**config.mk**
```make
export PLATFORM = sky130hd
export DESIGN_NAME = dma_chan_regs
export DESIGN_NICKNAME = d
export VERILOG_FILES = /design/src/rtl/dma_chan_regs.sv
export SDC_FILE = /design/constraint.sdc
export NUM_CORES = 1
export LEC_CHECK = 0
export BUFFER_PORTS_ARGS = -buffer_cell sky130_fd_sc_hd__buf_2
export CORE_MARGIN = 4
export CORE_UTILIZATION = 40
export CTS_BUF_LIST = sky130_fd_sc_hd__clkbuf_16
export CTS_CLUSTER_SIZE = 24
export DETAILED_ROUTE_END_ITERATION = 6
export GPL_TIMING_DRIVEN = 0
export HOLD_SLACK_MARGIN = 0.08
export PLACE_DENSITY = 0.7
export SYNTH_ARGS = -nofsm -noshare
export SYNTH_HDL_FRONTEND = slang
export SYNTH_SLANG_ARGS = --single-unit
```
**constraint.sdc**
```tcl
create_clock -name clk -period 1.61 [get_ports clk]
set_clock_uncertainty 0.1 [all_clocks]
set_input_delay 0.161 -clock clk [delete_from_list [all_inputs] [get_ports clk]]
set_output_delay 0.161 -clock clk [all_outputs]
set_load 0.005 [all_outputs]
```
**src/rtl/dma_chan_regs.sv**
```systemverilog
module dma_chan_regs #(
  parameter int NCH       = 16,
  parameter int TBL_ALIGN = 9
) (
  input  logic           clk,
  input  logic           rst_n,
  input  logic           bus_wr,
  input  logic [7:0]     bus_addr,
  input  logic [31:0]    bus_wdata,
  output logic [31:0]    bus_rdata,
  input  logic [NCH-1:0] eng_active,
  input  logic [NCH-1:0] eng_busy,
  input  logic [NCH-1:0] eng_err,
  input  logic [NCH-1:0] eng_done_a,
  input  logic [NCH-1:0] eng_done_b,
  output logic           ctl_enable,
  output logic [31:0]    tbl_base,
  output logic [NCH-1:0] ch_enable,
  output logic [NCH-1:0] abort_strobe,
  output logic [NCH-1:0] valid_strobe,
  output logic [NCH-1:0] trig_strobe,
  output logic           irq
);
  localparam logic [7:0] A_CTRL  = 8'h00, A_BASE  = 8'h04, A_EN    = 8'h08,
                         A_ENSET = 8'h0C, A_ENCLR = 8'h10, A_IE    = 8'h14,
                         A_IESET = 8'h18, A_IECLR = 8'h1C, A_ACT   = 8'h20,
                         A_BUSY  = 8'h24, A_ERR   = 8'h28, A_FA    = 8'h2C,
                         A_FB    = 8'h30, A_ABORT = 8'h34, A_VALID = 8'h38,
                         A_TRIG  = 8'h3C;
  localparam logic [31:0] BASE_MASK = ~((32'd1 << TBL_ALIGN) - 32'd1);

  logic [NCH-1:0] wd, irq_en, err_f, fa_f, fb_f;

  assign wd = bus_wdata[NCH-1:0];

  function automatic logic [NCH-1:0] hit(input logic [7:0] a);
    return (bus_wr && bus_addr == a) ? bus_wdata[NCH-1:0] : '0;
  endfunction

  always_ff @(posedge clk) begin
    if (!rst_n) begin
      ctl_enable   <= 1'b0;
      tbl_base     <= '0;
      ch_enable    <= '0;
      irq_en       <= '0;
      err_f        <= '0;
      fa_f         <= '0;
      fb_f         <= '0;
      abort_strobe <= '0;
      valid_strobe <= '0;
      trig_strobe  <= '0;
    end else begin
      if (bus_wr && bus_addr == A_CTRL) ctl_enable <= bus_wdata[0];
      if (bus_wr && bus_addr == A_BASE) tbl_base   <= bus_wdata & BASE_MASK;
      ch_enable    <= (ch_enable | hit(A_ENSET)) & ~hit(A_ENCLR);
      irq_en       <= (irq_en | hit(A_IESET)) & ~hit(A_IECLR);
      err_f        <= (err_f & ~hit(A_ERR)) | eng_err;
      fa_f         <= (fa_f  & ~hit(A_FA))  | eng_done_a;
      fb_f         <= (fb_f  & ~hit(A_FB))  | eng_done_b;
      abort_strobe <= hit(A_ABORT) & ~ch_enable & ~eng_busy;
      valid_strobe <= hit(A_VALID);
      trig_strobe  <= hit(A_TRIG);
    end
  end

  assign irq = |((err_f | fa_f | fb_f) & irq_en);

  always_comb begin
    case (bus_addr)
      A_CTRL:  bus_rdata = {31'd0, ctl_enable};
      A_BASE:  bus_rdata = tbl_base;
      A_EN:    bus_rdata = 32'(ch_enable);
      A_IE:    bus_rdata = 32'(irq_en);
      A_ACT:   bus_rdata = 32'(eng_active);
      A_BUSY:  bus_rdata = 32'(eng_busy);
      A_ERR:   bus_rdata = 32'(err_f);
      A_FA:    bus_rdata = 32'(fa_f);
      A_FB:    bus_rdata = 32'(fb_f);
      default: bus_rdata = 32'd0;
    endcase
  end

  assert_en_change_R4: assert property (@(posedge clk) disable iff (!rst_n)
    (ch_enable != $past(ch_enable)) |->
      $past(bus_wr && (bus_addr == A_ENSET || bus_addr == A_ENCLR)));

  assert_set_wins_R8: assert property (@(posedge clk) disable iff (!rst_n)
    ((err_f & $past(eng_err)) == $past(eng_err)) &&
    ((fa_f & $past(eng_done_a)) == $past(eng_done_a)) &&
    ((fb_f & $past(eng_done_b)) == $past(eng_done_b)));

  assert_flag_clear_R7: assert property (@(posedge clk) disable iff (!rst_n)
    ((~err_f & $past(err_f)) != '0) |-> $past(bus_wr && bus_addr == A_ERR));

  assert_strobe_src_R9: assert property (@(posedge clk) disable iff (!rst_n)
    (trig_strobe != '0) |-> $past(bus_wr && bus_addr == A_TRIG &&
                                  ((bus_wdata[NCH-1:0] & trig_strobe) == trig_strobe)));

  assert_abort_gate_R10: assert property (@(posedge clk) disable iff (!rst_n)
    (abort_strobe & ($past(ch_enable) | $past(eng_busy))) == '0);

  assert_irq_needs_en_R12: assert property (@(posedge clk) disable iff (!rst_n)
    irq |-> (irq_en != '0));
endmodule

```
* Word level (Yosys, flattened, before mapping)
Cells that the tools add are included.
** Storage, ports and cells
- Output and inout bits :: 130
- Register bits :: 152
** Operators by class
- Equal/unequal tests :: 15
- Multiplexer cells :: 9
- Reductions and logical operators :: 16
- Bitwise operators :: 22
** Operators with widths (count)
- 32-bit one-hot mux with 9 select lines :: 1
- 16-bit bitwise AND :: 8
- 16-bit 2-to-1 mux :: 8
- 16-bit NOT :: 7
- 16-bit bitwise OR :: 7
- 8-bit by 6-bit equality test with 1-bit output (second input constant) :: 8
- 8-bit by 5-bit equality test with 1-bit output (second input constant) :: 4
- 8-bit by 4-bit equality test with 1-bit output (second input constant) :: 2
- 16-bit OR reduction :: 1
- 1-bit logical AND :: 12
- 8-bit by 3-bit equality test with 1-bit output (second input constant) :: 1
- 8-bit logical NOT :: 1
- 2-bit AND reduction :: 2

* Depth between registers and ports, before layout
- Depth after elaboration :: 6
- Mapped depth :: 7
- Gate-level depth less buffers :: 4

* Worst setup path after synthesis
Ideal clock, no wire load.
- Path kind :: input to output
- Start :: in bus_addr[4]
- End :: out bus_rdata[7]
- Data required time :: 1.349 ns
- Buffers on the path :: 2
- Arrival time :: 1.398 ns
- Cell stages on the path :: 5
- Path slack :: -0.049 ns
- Cell sequence :: buf_2 -> nor4b_4 -> clkbuf_1 -> and3_1 -> a211o_1
** Between the ends
- Word-level cells in the longest chain between the ends :: 2
** Ends and longest elaborated chain
- start, declared :: line 8 : input logic [7:0] bus_addr,
- 8-bit by 6-bit equality test with 1-bit output (tied with other cells) :: line 69 : case (bus_addr)
- 32-bit one-hot mux with 9 select lines * :: line 69
- end, declared :: line 10 : output logic [31:0] bus_rdata,
Mark *: on every way between the ends. The rest lies on a longest branch, timed or not.

* Worst setup path after layout
- Start :: reg err_f[2]
- End :: out irq
** Between the ends
- Word-level cells in the longest chain between the ends :: 4
** Ends and longest elaborated chain
- start, declared :: line 32 : logic [NCH-1:0] wd, irq_en, err_f, fa_f, fb_f;
- start signal, assigned :: line 57 : err_f <= (err_f & ~hit(A_ERR)) | eng_err;
- 16-bit bitwise OR (2 in a row) :: line 66 : assign irq = |((err_f | fa_f | fb_f) & irq_en);
- 16-bit bitwise AND :: line 66
- 16-bit OR reduction :: line 66
- end, declared :: line 22 : output logic irq
Every way passes these cells.

==> flow_metrics.env <==
export IMPL_cpMaxStageDelayCell="or4_4"
export IMPL_start_util=0.4054
export IMPL_gp_congestion=0.9465
export IMPL_r2r_cells=2
export IMPL_synth_top_area_frac=0.4542
export IMPL_setup_violations=17
export IMPL_wl_um=26390
export IMPL_yosysWarnings=0
export IMPL_num_rows=47
export IMPL_hold_start="bus_addr[4]"
export IMPL_final_antenna_net_count=0
export IMPL_fin_crit_ns=2.141
export IMPL_grt_pass1_wl_um=38360
export IMPL_worstPathCellList="o31ai_4 -> nand4_1 -> or4_4 -> buf_6"
export IMPL_areaGrowthSynthToFinish_pct=58.18
export IMPL_cts_buffers=17
export IMPL_drc_errors=0
export IMPL_postLayoutCoreUtil=0.6413
export IMPL_power_leakage_nw=4.745
export IMPL_critPathRequiredTime_ns=1.35
export IMPL_clk_latency_ns=0.43
export IMPL_async_flop_share=0
export IMPL_clk_pin_slew_ns=0.06
export IMPL_synth_cells=736
export IMPL_firstDrtPassIters=6
export IMPL_grt_max_degree=17
export IMPL_ios=253
export IMPL_p_per_area_nw_per_um2=866.7
export IMPL_final_common_cell="buf_2"
export IMPL_fin_crit_sh=1.330
export IMPL_slowest_delay_ns=0.55
export IMPL_nNetsFinal=1236
export IMPL_synth_top_flop_cell="dfxtp_1"
export IMPL_final_layout_size_suffix_gt1_frac=0.4130
export IMPL_cp_end_kind="output pin"
export IMPL_post_dp_cell_area_um2=8174
export IMPL_r2r_start="ch_enable[6]"
export IMPL_fmax_mhz=467.1
export IMPL_drt_iter0_markers=747
export IMPL_clock_sinks=152
export IMPL_min_to="ctl_enable"
export IMPL_synth_area_um2=6699
export IMPL_crit_path_start_kind="flip-flop"
export IMPL_portBuffers=233
export IMPL_cts_root_buf="clkbuf_16"
export IMPL_place_hpwl_um=18700
export IMPL_core_area_um2=16520
export IMPL_antenna_found_initial=0
export IMPL_cts_tree="built"
export IMPL_maxSlewViolCount=0
export IMPL_worst_pin_slew_ns=0.7674
export IMPL_yosysSeqAreaShare=0.4542
export IMPL_drt_wirelength_per_cell_um=19.57
export IMPL_final_cell_mix="236 x buf_2, 124 x dfxtp_1, 103 x a21oi_1"
export IMPL_viasPerCell=5.496
export IMPL_ys_types=44
export IMPL_hold_viol=0
export IMPL_yosys_register_bits=152
export IMPL_die_y_um=137.4
export IMPL_num_vias=7408
export IMPL_max_cap_violations=0
export IMPL_ir_drop_uv=764.4
export IMPL_yosysTopAreaCell="dfxtp_1"
export IMPL_final_setup_tns_ns=-5.056
export IMPL_cp_max_fo=3
export IMPL_finalWorstSetupSlack_ns=-0.5309
export IMPL_slew_headroom=0.4884
export IMPL_cp_data_arrival_time_ns=1.88
export IMPL_die_x_um=137.4
export IMPL_avgSynthCellArea_um2=9.102
export IMPL_grt_pass1_vias=6977
export IMPL_regToRegSetupSlack_ns=0.68
export IMPL_synth_enable_flop_cells=0
export IMPL_worstSetupPathType="flip-flop to output pin"
export IMPL_hold_path_depth=6
export IMPL_dieArea_um2=18880
export IMPL_final_cell_area_um2=10600
export IMPL_hold_class="input pin to flip-flop"
export IMPL_grt_ovfl_total=0
export IMPL_final_cells=1348
export IMPL_clock_path_buffers=2
export IMPL_violations="setup timing"
export IMPL_status="finished, violations left"
export IMPL_dpl_cell_count=1197
export IMPL_synthTopCellsByArea="dfxtp_1 45%, a21oi_1 7.7%, nand2_1 4.0%, and2_1 3.1%, o21ai_0 2.6%"
export IMPL_fin_hold_ws_ns=0.1855
export IMPL_r2r_end="ch_enable[6]"
export IMPL_cts_htree_levels=4
export IMPL_rsz0062_at_grt="true"
export IMPL_track_usage=0.2658
-- what timing repair did --
item                                    CTS  global route
pin swaps                                31            13
gates resized for setup                 113            66
gates cloned                              1             0
endpoints found under the hold margin   152             0
hold buffers                             96             0
endpoints found under the setup margin   76            57
setup buffers                             9            14
-- worst max path at each step --
stage / startpoint / endpoint / slack, ns / cells after the start
2_1_floorplan: bus_addr[7] / err_f[13] / -0.0002 / 6
3_3_place_gp: bus_addr[6] / err_f[5] / -0.56 / 6
3_5_place_dp: bus_addr[6] / err_f[8] / -0.58 / 6
4_1_cts: err_f[2] / irq / -0.53 / 4
5_1_grt: err_f[15] / irq / -0.56 / 4
6_report: err_f[2] / irq / -0.53 / 4
-- stage by stage --
step                setup slack [ns]  power [mW]
floorplan                 -0.0002338       4.351
global placement             -0.5636       4.687
detailed placement           -0.5821       4.698
CTS                          -0.5297       9.104
global route                 -0.5597       9.427
finish                       -0.5309       9.184
-- state kept, by name (all words and copies together), names as in the netlist --
register	count
fa_f	16
fb_f	16
abort_strobe	16
ctl_enable	1
err_f	16
trig_strobe	16
tbl_base	23
irq_en	16
valid_strobe	16
ch_enable	16
-- cell usage after synthesis (3+ instances only) --
master	instances
a22o_1	8
o32ai_1	7
mux2_2	15
nor4b_4	3
mux2i_1	17
nand2b_1	3
o21ai_0	35
a22oi_1	17
o221ai_1	6
a221o_1	8
nor4b_2	11
inv_1	32
dfxtp_1	152
nor4b_1	6
nand3_1	6
buf_4	23
a32o_1	6
buf_2	19
clkbuf_1	25
nor2_1	22
o21ai_1	14
a21oi_1	103
and2_1	33
and3_1	20
nand4_1	4
o31ai_1	16
nand2_1	72
a211oi_1	22
a211oi_2	10
nor2b_1	3
-- worst max-delay path: cells and delay by family (launching register included) --
| kind | cells | cell delay (ns) |
|---|---|---|
| and+or+nand+nor | 2 | 0.69 |
| DFF | 1 | 0.34 |
| AOI/OAI and AO/OA | 1 | 0.28 |
| buffers and inverters | 1 | 0.14 |
-- logic make-up (layout without fill, tap and decap cells) --
logic type / Yosys count / count (layout) / share of synthesized area
muxes: 32 / 32 / 0.05062
DFF: 152 / 152 / 0.4542
AOI/OAI and AO/OA: 256 / 256 / 0.2467
and+or+nand+nor: 195 / 195 / 0.1754
buffers and inverters: 100 / 482 / 0.07247
other: 1 / 11 / 0.0005598
-- cell type report --
cell class,instances,area (um2)
Timing Repair Buffer,353,2379
Inverter,33,123.9
Multi-Input combinational cell,492,3655
Clock buffer,17,425.4
Buffer,64,460.4
Sequential cell,152,3088
Clock inverter,15,185.2
Fill cell,1331,5928
Tap cell,220,275.3
Antenna cell,2,5.005
-- per-layer routing --
layer,track usage,part of all wire,vias up
met2,0.4254,0.47,409
li1,-,-,3416
met4,0.1197,0.042,0
met1,0.3444,0.40,3497
met5,0,0,-
met3,0.05551,0.086,86
-- power breakdown --
| part | internal [mW] | switching (mW) | total (mW) | leakage, nW |
|---|---|---|---|---|
| sequential | 3.86 | 0.106 | 3.96 | 1.25 |
| clock | 2.57 | 1.60 | 4.17 | 0.295 |
| combinational | 0.541 | 0.509 | 1.05 | 3.20 |
Power figures use the tool's default switching activity.
